**src/rtl/ccd_pkg.sv**
```systemverilog
package ccd_pkg;

    // Bus-width code carried through to the configuration word.
    typedef enum logic [1:0] {
        CCD_BW_1   = 2'd0,
        CCD_BW_4   = 2'd1,
        CCD_BW_8   = 2'd2,
        CCD_BW_RSV = 2'd3
    } ccd_bw_e;

    // Flag and width bits that sit above the divider in the config word.
    localparam int unsigned CCD_CFG_XTRA = 4;

    // Bypass is chosen only for a zero divider outside DDR mode.
    function automatic logic ccd_pick_bypass(input logic div_zero, input logic ddr);
        return div_zero && !ddr;
    endfunction

    // A zero divider in DDR mode is forced up to one.
    function automatic logic ccd_force_one(input logic div_zero, input logic ddr);
        return div_zero && ddr;
    endfunction

endpackage

```
**src/rtl/ccd_cfg_resolve.sv**
```systemverilog
module ccd_cfg_resolve #(
    parameter int unsigned DIV_W = 8,
    localparam int unsigned CFG_W = DIV_W + ccd_pkg::CCD_CFG_XTRA
) (
    input  logic [DIV_W-1:0] div_val,
    input  logic             ddr_mode,
    input  logic [1:0]       bus_width,
    output logic [CFG_W-1:0] req_cfg
);
    import ccd_pkg::*;

    typedef struct packed {
        ccd_bw_e          width;
        logic             ddr;
        logic             bypass;
        logic [DIV_W-1:0] div;
    } cfg_t;

    localparam logic [DIV_W-1:0] DIV_ONE = DIV_W'(1);

    cfg_t req;
    logic div_zero;

    always_comb begin
        div_zero   = (div_val == '0);
        req.width  = ccd_bw_e'(bus_width);
        req.ddr    = ddr_mode;
        req.bypass = ccd_pick_bypass(div_zero, ddr_mode);
        if (ccd_force_one(div_zero, ddr_mode)) begin
            req.div = DIV_ONE;
        end else begin
            req.div = div_val;
        end
    end

    assign req_cfg = req;

endmodule

```
**src/rtl/ccd_phase_gen.sv**
```systemverilog
module ccd_phase_gen #(
    parameter int unsigned DIV_W = 8,
    localparam int unsigned CFG_W = DIV_W + ccd_pkg::CCD_CFG_XTRA
) (
    input  logic             clk,
    input  logic             rst,
    input  logic             clk_en,
    input  logic [CFG_W-1:0] req_cfg,
    output logic [CFG_W-1:0] app_cfg,
    output logic             lvl
);
    import ccd_pkg::*;

    typedef struct packed {
        ccd_bw_e          width;
        logic             ddr;
        logic             bypass;
        logic [DIV_W-1:0] div;
    } cfg_t;

    localparam logic [DIV_W-1:0] DIV_ONE = DIV_W'(1);

    cfg_t             req;
    cfg_t             app_q;
    logic [DIV_W-1:0] cnt_q;
    logic             lvl_q;
    logic             end_half;

    assign req      = cfg_t'(req_cfg);
    assign end_half = (cnt_q == (app_q.div - DIV_ONE));

    always_ff @(posedge clk) begin
        if (rst) begin
            app_q <= '{width: CCD_BW_1, ddr: 1'b0, bypass: 1'b0, div: DIV_ONE};
            cnt_q <= '0;
            lvl_q <= 1'b0;
        end else if (!clk_en || app_q.bypass) begin
            // Stopped or bypassed: follow the request, keep the divided level low.
            app_q <= req;
            cnt_q <= '0;
            lvl_q <= 1'b0;
        end else if (end_half) begin
            cnt_q <= '0;
            if (lvl_q) begin
                lvl_q <= 1'b0;
            end else begin
                // End of a low half: the only point a new setting is taken.
                app_q <= req;
                lvl_q <= !req.bypass;
            end
        end else begin
            cnt_q <= cnt_q + DIV_ONE;
        end
    end

    assign app_cfg = app_q;
    assign lvl     = lvl_q;

endmodule

```
**src/rtl/ccd_bypass_gate.sv**
```systemverilog
module ccd_bypass_gate (
    input  logic clk,
    input  logic rst,
    input  logic clk_en,
    input  logic bypass,
    input  logic lvl,
    output logic card_clk
);
    logic gate_q;

    // Updated on the falling kernel edge so the gate only moves while clk is low.
    always_ff @(negedge clk) begin
        if (rst) begin
            gate_q <= 1'b0;
        end else begin
            gate_q <= bypass && clk_en;
        end
    end

    assign card_clk = (clk && gate_q) || lvl;

endmodule

```
**src/rtl/card_clk_div.sv**
```systemverilog
module card_clk_div #(
    parameter int unsigned DIV_W = 8,
    localparam int unsigned CFG_W = DIV_W + ccd_pkg::CCD_CFG_XTRA
) (
    input  logic             clk,
    input  logic             rst,
    input  logic             clk_en,
    input  logic [DIV_W-1:0] div_val,
    input  logic             ddr_mode,
    input  logic [1:0]       bus_width,
    output logic             card_clk,
    output logic [CFG_W-1:0] cfg_word
);
    logic [CFG_W-1:0] req_cfg;
    logic [CFG_W-1:0] app_cfg;
    logic             div_lvl;

    ccd_cfg_resolve #(.DIV_W(DIV_W)) u_resolve (
        .div_val  (div_val),
        .ddr_mode (ddr_mode),
        .bus_width(bus_width),
        .req_cfg  (req_cfg)
    );

    ccd_phase_gen #(.DIV_W(DIV_W)) u_phase (
        .clk    (clk),
        .rst    (rst),
        .clk_en (clk_en),
        .req_cfg(req_cfg),
        .app_cfg(app_cfg),
        .lvl    (div_lvl)
    );

    ccd_bypass_gate u_gate (
        .clk     (clk),
        .rst     (rst),
        .clk_en  (clk_en),
        .bypass  (app_cfg[DIV_W]),
        .lvl     (div_lvl),
        .card_clk(card_clk)
    );

    assign cfg_word = app_cfg;

endmodule

```
**config.mk**
```make
export PLATFORM = sky130hd
export DESIGN_NAME = card_clk_div
export DESIGN_NICKNAME = d
export VERILOG_FILES = /design/src/rtl/ccd_pkg.sv /design/src/rtl/ccd_cfg_resolve.sv /design/src/rtl/ccd_phase_gen.sv /design/src/rtl/ccd_bypass_gate.sv /design/src/rtl/card_clk_div.sv
export SDC_FILE = /design/constraint.sdc
export NUM_CORES = 1
export LEC_CHECK = 0
export BUFFER_PORTS_ARGS = -buffer_cell sky130_fd_sc_hd__buf_2
export CAP_MARGIN = 20
export CORE_MARGIN = 2
export CORE_UTILIZATION = 50
export CTS_CLUSTER_DIAMETER = 40
export DETAILED_ROUTE_END_ITERATION = 12
export GPL_TIMING_DRIVEN = 0
export PLACE_DENSITY = 0.78
export SLEW_MARGIN = 20
export SYNTH_ARGS = -nofsm -noshare
export SYNTH_HDL_FRONTEND = slang
export SYNTH_HIERARCHICAL = 1
export SYNTH_SLANG_ARGS = --single-unit
```
**constraint.sdc**
```tcl
create_clock -name clk -period 2.4 [get_ports clk]
set_input_delay 0.12 -clock clk [delete_from_list [all_inputs] [get_ports clk]]
set_output_delay 0.12 -clock clk [all_outputs]
set_load 0.01 [all_outputs]
```
* After elaboration in Yosys (flattened, before gate mapping)
Index checks and enable logic that the tools add are counted.
Word-level totals: input port bits 14, word-level logic and storage cells 30, register bits 22
Operators by class: equal/unequal tests 2, mux-type cells 5, $add $sub $neg 2, reductions and logical operators 14
Operators by type and width (number):
- 2-to-1 mux 12 bit | 3
- adder 8 x 1 -> 8 bit (second input constant) | 1
- == test 8 bit | 1
- logical NOT 8 bit | 1
- 2-to-1 mux 8 bit | 1
- subtractor 8 x 1 -> 8 bit (second input constant) | 1
- logical AND 1 bit | 4
- logical NOT 1 bit | 3
- OR reduction 3 bit | 1
- logical OR 1 bit | 2
- inequality test 2 bit (second input constant) | 1
- AND reduction 2 bit | 1
- nonzero test 2 bit | 1
- OR reduction 2 bit | 1
- 2-to-1 mux 1 bit | 1

* Logic depth before layout (Yosys ltp)
depth after elaboration 6, gate-level depth with buffers 8, mapped depth without buffers 7

* Cells and area by module
Netlist, hierarchy kept.
Modules (own cells, without submodules):
- ccd_phase_gen | instances 1, cells an instance 163, area each 1416.4 um2, sequential area each 420.4 um2
- ccd_cfg_resolve | instances 1, cells an instance 15, area each 85.1 um2, sequential area each 0.0 um2
- ccd_bypass_gate | instances 1, cells an instance 4, area each 40.0 um2, sequential area each 20.0 um2

==> reports/results.tsv <==
stage	metric	value	unit
worst_setup_path	worstSetupEndpointType	register	
cells_and_area	antennaDiodeCount	0	
timing	setup_viol	1	
floorplanning	coreArea	3003	µm²
timing	tightestPinTransition	0.6225	ns
global_routing	grt_max_degree	14	
floorplanning	pin_count	27	
worst_setup_path	critPathRequiredTime	2.76	ns
worst_setup_path	cp_cell_sequence	or4_4 -> or4_4 -> a211oi_4 -> buf_6 -> buf_8 -> o2111ai_2 -> o211ai_1	
global_routing	antenna_found_initial	0	
flow_run	maxCapViolations	0	
global_routing	grt_pass1_vias	1381	
clock_tree	clk_pin_slew	0.14	ns
worst_setup_path	critPathMaxFanout	5	
floorplanning	die_height	59.53	µm
cells_and_area	filler_cell_count	253	
floorplanning	die_w	59.53	µm
global_routing	overflow	0	
cells_and_area	nNetsFinal	238	
synthesis	synth_area_leaders	dfxtp_1 29%, nand3b_1 8.8%, nor3b_1 5.8%, o2111ai_1 5.7%, xnor2_1 5.7%	
cells_and_area	multi_input_area	1012	µm²
global_routing	grt_pass1_wl	6023	µm
worst_setup_path	cp_slowest_stage_delay	0.56	ns
timing	drv_slew	0	
routing	drt-total-wl	3924	µm
timing	rsz0062_at_grt	yes	
status	status	complete, but fails checks	
synthesis	yosysUniqueCellTypes	42	
clock_tree	clk_latency	0.49	ns
power	peakVddDrop	0.3988	mV
placed_design	gp_congestion	0.7856	
synthesis	synth.cell_area	1541	µm²
floorplanning	rows	20	
routing	drt_iter0_markers	81	
synthesis	synth.avg_cell_area	8.470	µm²
synthesis	synth_seq_cells	22	
timing	fin_crit	2.412	ns
worst_setup_path	worstPathArrival	2.77	ns
routing	avgRoutedWirePerCell	15.45	µm
placed_design	dpl-instance-area	1709	µm²
cells_and_area	final_layout_size_suffix_gt1_share	27.15	%
cells_and_area	final_cell_area	1941	µm²
timing	whs	0.03398	ns
timing	tns	-0.01245	ns
synthesis	yosys_warnings	6	
worst_setup_path	cp_num_buf_inv	2	
clock_tree	cts_tree	built	
status	violations	setup timing	
synthesis	yosysTopAreaCell	dfxtp_1	
worst_setup_path	slowest_stage	or4_4	
timing	clock_skew	0.06319	ns
timing	fmax	414.5	MHz
synthesis	synthTopCellsByCount	22 x dfxtp_1, 19 x clkbuf_1, 18 x nand3b_1	
routing	vias_per_cell	6.047	
power	leakage	0.7412	nW
placed_design	io_buffers	24	
placed_design	placed_cells	239	
worst_setup_path	cp-start-kind	register	
timing	fin_crit_sh	100.5	%
cells_and_area	seq_area	445.4	µm²
routing	route.detailed.drc	0	
synthesis	yosysMostFrequentCell	dfxtp_1	
timing	fin_ws	-0.01245	ns
worst_setup_path	path_class	register to register	
placed_design	hpwl	2552	µm
routing	vias	1536	
synthesis	ys_seq_area_share	28.57	%
power	p_per_area	642.6	nW/µm²
synthesis	synth_top_area_share	28.57	%
floorplanning	die_area	3543	µm²
synthesis	synth_ff_type	dfxtp_1	
synthesis	syn_inst	182	
timing	hold_viol	0	
routing	detail_route.first_pass.iterations	4	
synthesis	syn_nets	198	
worst_setup_path	crit_family	simple AND/OR/NAND/NOR gates	
worst_hold_path	min_path_type	primary input to register	
floorplanning	start_util	51.33	%
timing	maxSlewHeadroom	58.50	%
synthesis	synthArstFlopShare	0	%
placed_design	dp_slack	-0.09102	ns
cells_and_area	fin_cells	254	
global_routing	grt_usage	22.41	%
worst_setup_path	crit_top_cell	or4_4	
synthesis	synth_edf_count	0	
cells_and_area	synthToLayoutAreaGrowth	25.89	%
routing	detail-route-antenna-nets	0	
==> kinds of logic after synthesis <==
family	Yosys count	share of synthesized area (%)
adders and majority gates	2	1.623
and+or+nand+nor	72	30.52
AOI/OAI and AO/OA	38	20.62
DFF	22	28.57
muxes	1	0.9737
buffers and inverters	32	9.172
xor gates and xnor gates	15	8.522
==> per-stage QoR <==
| step | utilization [%] | total power [mW] |
|---|---|---|
| global placement | 56.92 | 0.8086 |
| CTS | 60.88 | 1.160 |
| detailed placement | 56.92 | 0.8110 |
| floorplan | - | 0.7108 |
| global route | 64.63 | 1.316 |
| finish | 64.63 | 1.247 |
==> path summary, 6_finish.rpt <==
path | startpoint | end | slack (ns) | depth (start not counted)
hold reg to reg | u_phase/app_cfg[10] | u_phase/app_cfg[10] | 0.52 | 2
hold / removal | rst | u_phase/app_cfg[8] | 0.03 | 3
setup reg to reg | u_phase/app_cfg[0] | u_phase/app_cfg[4] | -0.01 | 7
setup / recovery | u_phase/app_cfg[0] | u_phase/app_cfg[4] | -0.01 | 7
==> layer usage <==
| metal | track usage (%) | part of all wire [%] |
|---|---|---|
| met1 | 30.31 | 45 |
| met4 | 12.70 | 1.9 |
| met2 | 33.75 | 48 |
| met5 | 0 | 0 |
| met3 | 3.493 | 5.3 |
==> worst register-to-register path, cell delays in order (launching register included) <==
cell       delay (ns)
dfxtp_4          0.38
or4_4            0.56
or4_4            0.44
a211oi_4         0.37
buf_6            0.17
buf_8            0.11
o2111ai_2        0.15
o211ai_1         0.16
==> power breakdown <==
part,switching [mW],internal [mW],total [mW]
sequential,0.0363,0.396,0.433
combinational,0.263,0.216,0.479
clock,0.147,0.188,0.335
total,0.446,0.801,1.25
==> repair_timing <==
action	4_1_cts	5_1_grt
pin swaps	3	11
hold buffers	2	0
cloned	0	1
hold endpoints to repair	2	0
resized for setup	4	18
endpoints found under the setup margin	12	20
setup buffers	3	4
==> final cells by class <==
type	count	area share, %
clock buffer	8	4.191
multi-input combinational	128	52.16
tap	33	2.128
buffer	24	5.867
clock inverter	1	0.1934
timing repair buffer	33	11.54
inverter	5	0.9671
sequential	22	22.95
==> flip-flops by register name, summed over array words and instances (netlist names) <==
signal and count:
u_phase/app_cfg 12, u_phase/cnt_q 8, u_gate/gate_q 1, u_phase/lvl 1
==> placed cells by master, fill, tap and decap left out, types with 4 or more instances in the layout <==
cell,Yosys,final
buf_2,2,23
dfxtp_1,22,20
nand3b_1,18,18
clkbuf_1,19,17
nor3_1,13,13
nor3b_1,12,12
o211ai_1,11,11
xnor2_1,10,10
buf_4,3,8
clkbuf_4,0,7
inv_1,6,6
nor2_1,6,6
o2111ai_2,0,6
xor2_1,5,5
nand2b_1,4,4
o2111ai_1,10,4
Note: power is estimated with default switching activity, not from simulation.
